===== src/rtl/can_mode_pkg.sv =====
package can_mode_pkg;

  localparam int NUM_MODES = 7;

  // Encoding doubles as the status bit index.
  typedef enum logic [2:0] {
    MD_CFG   = 3'd0,
    MD_NORM  = 3'd1,
    MD_SNOOP = 3'd2,
    MD_SLEEP = 3'd3,
    MD_LBACK = 3'd4,
    MD_BOFF  = 3'd5,
    MD_PEX   = 3'd6
  } mode_e;

  function automatic logic [NUM_MODES-1:0] mode_onehot(input mode_e m);
    logic [NUM_MODES-1:0] v;
    v = '0;
    v[int'(m)] = 1'b1;
    return v;
  endfunction

  function automatic logic tec_exceeds(input int unsigned count,
                                       input int unsigned limit);
    return count > limit;
  endfunction

endpackage


===== src/rtl/can_mode_req_dec.sv =====
module can_mode_req_dec
  import can_mode_pkg::*;
(
  input  logic  req_lback,
  input  logic  req_sleep,
  input  logic  req_snoop,
  output mode_e req_mode,
  output logic  req_conflict
);

  always_comb begin
    req_conflict = 1'b0;
    case ({req_lback, req_snoop, req_sleep})
      3'b000:  req_mode = MD_NORM;
      3'b100:  req_mode = MD_LBACK;
      3'b010:  req_mode = MD_SNOOP;
      3'b001:  req_mode = MD_SLEEP;
      default: begin
        req_mode     = MD_CFG;
        req_conflict = 1'b1;
      end
    endcase
  end

endmodule


===== src/rtl/can_busoff_recov.sv =====
module can_busoff_recov #(
  parameter int RECOV_SEQ = 128
) (
  input  logic clk,
  input  logic rst_n,
  input  logic in_boff,
  input  logic auto_recover,
  input  logic sw_recover,
  input  logic recessive_seq,
  output logic recov_done
);

  localparam int CW = $clog2(RECOV_SEQ + 1);
  localparam logic [CW-1:0] LAST = CW'(RECOV_SEQ - 1);

  logic [CW-1:0] seq_cnt_q;
  logic          armed_q;
  logic          seq_counted;

  assign seq_counted = in_boff && recessive_seq &&
                       (auto_recover || armed_q || sw_recover);
  assign recov_done  = seq_counted && (seq_cnt_q == LAST);

  always_ff @(posedge clk or negedge rst_n) begin
    if (!rst_n) begin
      seq_cnt_q <= '0;
      armed_q   <= 1'b0;
    end else if (!in_boff) begin
      seq_cnt_q <= '0;
      armed_q   <= 1'b0;
    end else begin
      if (sw_recover) armed_q <= 1'b1;
      if (seq_counted && !recov_done) seq_cnt_q <= seq_cnt_q + 1'b1;
    end
  end

endmodule


===== src/rtl/can_edge_pulse.sv =====
module can_edge_pulse #(
  parameter int W = 1,
  parameter logic [W-1:0] FALLING = '0
) (
  input  logic         clk,
  input  logic         rst_n,
  input  logic [W-1:0] level,
  output logic [W-1:0] pulse
);

  for (genvar i = 0; i < W; i++) begin : g_bit
    logic prev_q;
    always_ff @(posedge clk or negedge rst_n) begin
      if (!rst_n) prev_q <= 1'b0;
      else        prev_q <= level[i];
    end
    if (FALLING[i]) begin : g_fall
      assign pulse[i] = prev_q & ~level[i];
    end else begin : g_rise
      assign pulse[i] = level[i] & ~prev_q;
    end
  end

endmodule


===== src/rtl/can_mode_ctrl.sv =====
module can_mode_ctrl
  import can_mode_pkg::*;
#(
  parameter int TEC_W        = 9,
  parameter int BUSOFF_LIMIT = 255,
  parameter int RECOV_SEQ    = 128
) (
  input  logic                 clk,
  input  logic                 rst_n,
  input  logic                 sw_rst,
  input  logic                 enable,
  input  logic                 req_lback,
  input  logic                 req_sleep,
  input  logic                 req_snoop,
  input  logic                 auto_recover,
  input  logic                 sw_recover,
  input  logic                 pex_disable,
  input  logic [TEC_W-1:0]     tec,
  input  logic                 recessive_seq,
  input  logic                 bus_activity,
  input  logic                 pex_detect,
  input  logic                 pex_exit,
  output logic [NUM_MODES-1:0] status,
  output logic                 irq_busoff_enter,
  output logic                 irq_busoff_exit,
  output logic                 irq_pex_enter
);

  localparam int unsigned LIMIT_U = BUSOFF_LIMIT;

  mode_e state_q, state_d;
  mode_e req_mode;
  logic  req_conflict;

  // Named internal events
  logic busoff_hit;
  logic pex_enter;
  logic sleep_wake;
  logic recov_done;
  logic in_boff;
  logic [2:0] edge_pulse;

  assign busoff_hit = tec_exceeds(32'(tec), LIMIT_U);
  assign pex_enter  = pex_detect && !pex_disable;
  assign sleep_wake = !req_sleep || bus_activity;
  assign in_boff    = (state_q == MD_BOFF);

  can_mode_req_dec u_req_dec (
    .req_lback    (req_lback),
    .req_sleep    (req_sleep),
    .req_snoop    (req_snoop),
    .req_mode     (req_mode),
    .req_conflict (req_conflict)
  );

  can_busoff_recov #(.RECOV_SEQ(RECOV_SEQ)) u_recov (
    .clk           (clk),
    .rst_n         (rst_n),
    .in_boff       (in_boff),
    .auto_recover  (auto_recover),
    .sw_recover    (sw_recover),
    .recessive_seq (recessive_seq),
    .recov_done    (recov_done)
  );

  always_comb begin
    state_d = state_q;
    if (sw_rst || !enable) begin
      state_d = MD_CFG;
    end else begin
      case (state_q)
        MD_CFG:  if (!req_conflict) state_d = req_mode;
        MD_BOFF: if (recov_done) state_d = MD_NORM;
        default: begin
          if (busoff_hit)                             state_d = MD_BOFF;
          else if (state_q == MD_NORM && pex_enter)   state_d = MD_PEX;
          else if (state_q == MD_PEX && pex_exit)     state_d = MD_NORM;
          else if (state_q == MD_SLEEP && sleep_wake) state_d = MD_NORM;
        end
      endcase
    end
  end

  always_ff @(posedge clk or negedge rst_n) begin
    if (!rst_n) state_q <= MD_CFG;
    else        state_q <= state_d;
  end

  assign status = mode_onehot(state_q);

  can_edge_pulse #(.W(3), .FALLING(3'b010)) u_edges (
    .clk   (clk),
    .rst_n (rst_n),
    .level ({status[MD_PEX], status[MD_BOFF], status[MD_BOFF]}),
    .pulse (edge_pulse)
  );

  assign irq_busoff_enter = edge_pulse[0];
  assign irq_busoff_exit  = edge_pulse[1];
  assign irq_pex_enter    = edge_pulse[2];

endmodule


===== config.mk =====
export PLATFORM = sky130hd
export DESIGN_NAME = can_mode_ctrl
export DESIGN_NICKNAME = d
export VERILOG_FILES = /design/src/rtl/can_mode_pkg.sv /design/src/rtl/can_mode_req_dec.sv /design/src/rtl/can_busoff_recov.sv /design/src/rtl/can_edge_pulse.sv /design/src/rtl/can_mode_ctrl.sv
export SDC_FILE = /design/constraint.sdc
export NUM_CORES = 1
export LEC_CHECK = 0
export ABC_AREA = 1
export BUFFER_PORTS_ARGS = -buffer_cell sky130_fd_sc_hd__buf_2
export CAP_MARGIN = 20
export CORE_UTILIZATION = 52
export CTS_CLUSTER_SIZE = 28
export DETAILED_ROUTE_END_ITERATION = 10
export HOLD_SLACK_MARGIN = 0.12
export PLACE_DENSITY = 0.83
export SLEW_MARGIN = 0
export SYNTH_ARGS = -nofsm -noshare
export SYNTH_HDL_FRONTEND = slang
export SYNTH_SLANG_ARGS = --single-unit

===== constraint.sdc =====
create_clock -name clk -period 2.98 [get_ports clk]
set_input_delay 0.149 -clock clk [delete_from_list [all_inputs] [get_ports clk]]
set_output_delay 0.149 -clock clk [all_outputs]
set_load 0.01 [all_outputs]

==> results of run 1 <==
## worst max-delay path: cells and delay by family (launching register included)
| family | cells | cell delay, ps |
|---|---|---|
| flip-flops | 1 | 390 |
| adder cells (fa/ha/maj) | 1 | 210 |
| buffers and inverters | 1 | 70 |
| AND/OR/NAND/NOR | 6 | 820 |
## cell families (layout without fill, tap and decap cells)
| logic type | count (synthesis) | count (layout) | synth area share |
|---|---|---|---|
| adder cells (fa/ha/maj) | 1 | 1 | 0.01338 |
| XOR/XNOR | 4 | 4 | 0.03749 |
| AND/OR/NAND/NOR | 80 | 80 | 0.3922 |
| flip-flops | 14 | 14 | 0.3748 |
| AO/OA/AOI/OAI | 13 | 13 | 0.08433 |
| buffers and inverters | 21 | 47 | 0.09773 |
## synth_stat cells
cell      count  area (µm²)
a21oi_1       3       15.01
a22oi_1       1       7.510
buf_4         2       15.01
clkinv_4      1       8.760
dfrtp_1      14       350.3
ha_1          1       12.51
inv_1        16       60.06
inv_2         2       7.510
nand2_1      34       127.6
nand3_1       8       40.04
nand3_2       2       20.02
nand3_4       1       17.52
nand4_1       4       25.02
nor2_1       23       86.33
nor2_2        1       6.260
nor2_4        1       11.26
nor3_1        4       20.02
nor4_1        2       12.51
o21a_1        1       7.510
o21ai_0       5       25.02
o21ai_2       1       8.760
o31ai_1       2       15.01
xnor2_1       2       17.52
xor2_1        2       17.52
## power by group through the flow
stage / Clock (mW) / Sequential (mW) / Combinational [mW]
2_1_floorplan: 0 / 0.198 / 0.0342
3_3_place_gp: 0 / 0.202 / 0.0498
3_5_place_dp: 0 / 0.202 / 0.0522
4_1_cts: 0.110 / 0.199 / 0.0534
5_1_grt: 0.114 / 0.199 / 0.0601
6_report: 0.105 / 0.199 / 0.0529
## routing by layer
metal,part of all wire,routed length [µm],global-route usage
met1,0.48,915,0.2598
met2,0.48,911,0.3618
met3,0.027,51,0.04898
met4,0.015,29,0.07273
met5,0,0,0
## placed cells by master, fill, tap and decap left out, drive strengths merged
| cell type | n |
|---|---|
| a22oi | 1 |
| dlygate4sd3 | 1 |
| o31ai | 2 |
| nand3 | 11 |
| dfrtp | 14 |
| nor2 | 25 |
| o21a | 1 |
| nand2 | 34 |
| xnor2 | 2 |
| inv | 18 |
| clkinv | 1 |
| o21ai | 6 |
| buf | 24 |
| nor4 | 2 |
| ha | 1 |
| xor2 | 2 |
| clkbuf | 3 |
| nor3 | 4 |
| a21oi | 3 |
| nand4 | 4 |
## worst min path at each step
stage | startpoint | endpoint | cells past startpoint
6_report | sw_recover | u_recov.armed_q$_DFFE_PN0P_ | 3
5_1_grt | sw_recover | u_recov.armed_q$_DFFE_PN0P_ | 3
4_1_cts | sw_recover | u_recov.armed_q$_DFFE_PN0P_ | 3
3_5_place_dp | rst_n | u_edges.g_bit[2].prev_q$_DFF_PN0_ | 1
3_3_place_gp | rst_n | u_edges.g_bit[2].prev_q$_DFF_PN0_ | 1
2_1_floorplan | rst_n | state_q[0]$_DFFE_PN0P_ | 0
## what timing repair did
| action | in CTS | in global routing |
|---|---|---|
| setup buffers | 0 | 0 |
| hold buffers | 1 | 0 |
| endpoints found under the hold margin | 14 | 0 |
## layout make-up
| class | instances | area, µm² | share of cell area |
|---|---|---|---|
| repair buffers | 25 | 130.1 | 0.1180 |
| clock buffers | 3 | 22.52 | 0.02043 |
| flip-flops and latches | 14 | 350.3 | 0.3178 |
| inverters | 19 | 76.32 | 0.06924 |
| well taps | 24 | 30.03 | 0.02724 |
| multi-input cells | 98 | 493.0 | 0.4472 |
## per-stage QoR
step	hold slack [ps]	util
floorplan	-146.6	-
global placement	57.39	0.6711
detailed placement	63.85	0.6711
CTS	162.2	0.6915
global route	185.6	0.6915
finish	160.7	0.6915
## registers in the layout, indices dropped and copies added, names as in the netlist
signal / cells
state_q: 3
u_recov.armed_q: 1
u_edges.g_bit.prev_q: 2
u_recov.seq_cnt_q: 8
==> results.ini, run 1 <==
[timing]
finalCritPeriodShare=0.5314
finalSetupViolCount=0
drv_slew=0
fin_tns_setup_ps=0
fin_ws_ps=1397
finalHoldViolations=0
max_freq_mhz=631.5
fin_skew_ps=1.924
tightest_slew_ps=413.4
layout_min_cycle_time_ps=1583
rsz0062_at_grt=no
max-slew-margin-rel=0.7215

[grt]
grt_pass1_vias=728
antenna_found_initial=0
grt_overflow=0
grt_usage=0.2110
grt_max_degree=15
grt_pass1_wl_um=2994

[critical_path]
setup.worst_path.start=u_recov.seq_cnt_q[0]$_DFFE_PN0P_
critPathMaxStageDelay_ps=390
crit_path_start_kind=flip-flop
cp_max_fo=6
rr_startpoint=u_recov.seq_cnt_q[0]$_DFFE_PN0P_
slowest_stage=dfrtp_1
required_ps=3160
reg2reg_depth=8
cp_cell_sequence=ha_1 -> nand3_1 -> nor2_1 -> nor2_4 -> nor2_2 -> inv_2 -> nand2_1 -> nand2_1
arrival_ps=1760
reg2reg_slack_ps=1400
crit_path_end=u_recov.seq_cnt_q[5]$_DFFE_PN0P_
worst_path_most_repeated_cell=nand2_1
end_kind=flip-flop
setup.worst_path.class=reg2reg
rr_endpoint=u_recov.seq_cnt_q[5]$_DFFE_PN0P_

[cells_and_area]
fill_cells=139
layout.nets=185
area_growth_pct=17.94
drive_gt1_frac=0.2264
fin_area_um2=1102
diodes=0
final_cells=183

[yosys]
syn_area_um2=934.6
seq_area_frac_synth=0.3748
synthesis.nets=157
avgSynthCellArea_um2=7.027
yosysWarnings=0
synth_cells=133
synth-seq-cells=14
synth_cell_type_count=24

[pwr]
swShare=0.2707
p_leak_nw=0.5746
power.total_mw=0.3564
clkPwrFrac=0.293
p_int_mw=0.2599
p_switching_mw=0.09647
ir_worst_vdd_mv=0.2559
pwr-share-seq=0.558
power_density_nw_per_um2=323.3
power_frac_comb=0.148

[detailed_routing]
wirelength_um=1907
detail_route.vias_per_cell=5.000
num_vias=915
ant_nets=0
wl_per_cell_um=10.42
route.detailed.drc=0
drtPass1Iterations=4
drtIter0Drc=14

[die]
floorplan.die_area_um2=1971
die_h_um=44.40
start_util=0.5863
row_count=14
io_pins=33
core_area_um2=1594
die_w_um=44.40

[placement]
place_area_um2=1070
dpl.cell_count=179
dp_hpwl_um=1499
gp_congestion=0.8578
portBuffers=24
pre_cts_ws_ps=1403

[clock_tree]
cts_root_buf=clkbuf_4
cts_tree=yes
cts.sinks=14
numCtsBuffers=3
worst_skew_pair.late_latency_ps=280
cts_buffer_depth=2
clk_pin_slew_ps=80
htreeDepth=1
ctsResizeCount=0

[status]
status=finished clean

[worst_hold_path]
hp-class=in2reg

[flow_run]
max_cap_viol_count=0

(Power assumes the default switching activity.)
==> inputs of run 2 (changes only) <==
Settings changed: CORE_UTILIZATION 52 to 44, PLACE_DENSITY 0.83 to 0.75.
Clock period 2.98 ns to 1.3 ns, I/O delays scaled along.
==> results.ini, run 2 (same netlist as run 1, synthesis figures left out) <==
[status]
violations=negative setup slack
status=complete, but fails checks

[cells_and_area]
layout.nets=211
final_common_cell=nand2_1
drive_gt1_frac=0.5108
top_register=u_recov.seq_cnt_q
final_cell_mix=27 x nand2_1, 20 x buf_2, 17 x nor2_1, 17 x buf_4, 12 x dfrtp_1
fill_cells=109
reg_top3=u_recov.seq_cnt_q x8, state_q x3, u_edges.g_bit.prev_q x2
area_growth_pct=68.94
diodes=0
largest_register_ffs=8

[die]
die_w_um=48.09
core_area_um2=1982
start_util=0.4716
row_count=16
io_pins=33
floorplan.die_area_um2=2313
die_h_um=48.09

[clock_tree]
cts.sinks=14
cts_buffer_depth=2
numCtsBuffers=3
worst_skew_pair.late_latency_ps=280
cts_root_buf=clkbuf_4
htreeDepth=1
cts_tree=yes
clk_pin_slew_ps=90

[critical_path]
cp_max_fo=3
cp_cell_sequence=inv_2 -> nand4_1 -> nor2_2 -> buf_4 -> nand2_4 -> nand3_4 -> nand3_4 -> nand2_1 -> nand2_1
end_kind=flip-flop
slowest_stage=dfrtp_1
critPathMaxStageDelay_ps=440
arrival_ps=1630
crit_path_start_kind=flip-flop
setup.worst_path.class=reg2reg
required_ps=1470
cp_top_family=simple AND/OR/NAND/NOR gates
worst-path-buf-inv=2

[timing]
max-slew-margin-rel=0.6806
layout_min_cycle_time_ps=1458
fin_skew_ps=0.7127
rsz0062_at_grt=yes
fin_tns_setup_ps=-1757
tightest_slew_ps=477.3
finalSetupViolCount=21
hold_ws_ps=149.3
fin_ws_ps=-157.8
finalCritPeriodShare=1.121
finalHoldViolations=0
max_freq_mhz=686.0
drv_slew=0

[detailed_routing]
wl_per_cell_um=14.46
wirelength_um=3081
ant_nets=0
route.detailed.drc=0
num_vias=1115
detail_route.vias_per_cell=5.235
drtPass1Iterations=6
drtIter0Drc=28

[pwr]
p_leak_nw=0.7697
ir_worst_vdd_mv=0.4850
power_density_nw_per_um2=627.5

[placement]
gp_congestion=0.9260
dp_hpwl_um=1745
portBuffers=24

[grt]
grt_overflow=0
antenna_found_initial=0
grt_max_degree=15
grt_pass1_vias=929
grt_usage=0.2415
grt_pass1_wl_um=3898

[worst_hold_path]
hp-class=in2reg

[flow_run]
max_cap_viol_count=0

## run 2: cell count changes in the layout (fill, tap and decap cells not counted), moves of 5 or more
cell / change
nor2_1: -6
buf_4: +17
inv_1: -5
nand2_1: -7
buf_6: +11
## run 2: cell type report
cell class	instances	area, µm²	area share
inverter	19	78.83	0.04992
multi-input combinational	98	685.7	0.4342
clock buffer	4	36.28	0.02298
sequential	14	352.8	0.2235
timing repair buffer	51	391.6	0.2480
tap	27	33.78	0.02139
## run 2: repair_timing
action,in CTS,in global routing
pin swaps,10,14
endpoints found under the setup margin,19,20
resized for setup,29,32
hold endpoints to repair,15,0
buffers inserted,5,2
hold buffers,2,0
## run 2: where the power goes
group / internal, mW / switching, mW
clock: 0.170 / 0.157
combinational: 0.0944 / 0.112
sequential: 0.442 / 0.0150
## run 2: per-stage QoR
step | util | std cells | worst slack [ps] | area [µm²] | total power [mW]
floorplan | - | 133 | -21.18 | 942.2 | 0.5330
global placement | 0.6174 | 201 | -70.80 | 1224 | 0.5988
detailed placement | 0.6174 | 201 | -100.8 | 1224 | 0.6053
CTS | 0.7165 | 211 | -47.80 | 1420 | 0.9516
global route | 0.7967 | 213 | -207.3 | 1579 | 1.026
finish | 0.7967 | 213 | -157.8 | 1579 | 0.9908
## run 2: path summary, 6_finish.rpt
kind	startpoint	endpoint	slack (ps)	depth (start not counted)
max in group asynchronous	rst_n	state_q[2]$_DFFE_PN0P_	830	2
hold reg to reg	u_recov.seq_cnt_q[7]$_DFFE_PN0P_	u_recov.seq_cnt_q[7]$_DFFE_PN0P_	570	3
hold / removal	sw_rst	state_q[2]$_DFFE_PN0P_	150	4
setup reg to reg	state_q[1]$_DFFE_PN0P_	state_q[1]$_DFFE_PN0P_	-160	9
setup / recovery	state_q[1]$_DFFE_PN0P_	state_q[1]$_DFFE_PN0P_	-160	9
min in group asynchronous	rst_n	u_recov.seq_cnt_q[3]$_DFFE_PN0P_	210	2
## run 2: layer usage
metal	wire, µm	global-route usage	vias to the layer above
li1	-	-	540
met1	1342	0.3096	531
met2	1604	0.4189	36
met3	82	0.02593	8
met4	52	0.08889	0
met5	0	0	-
## run 2: tightest hold or removal path, stage by stage
cell and delay, ps:
buf_2 70, nor2_1 110, o21ai_0 100, nand2_1 60
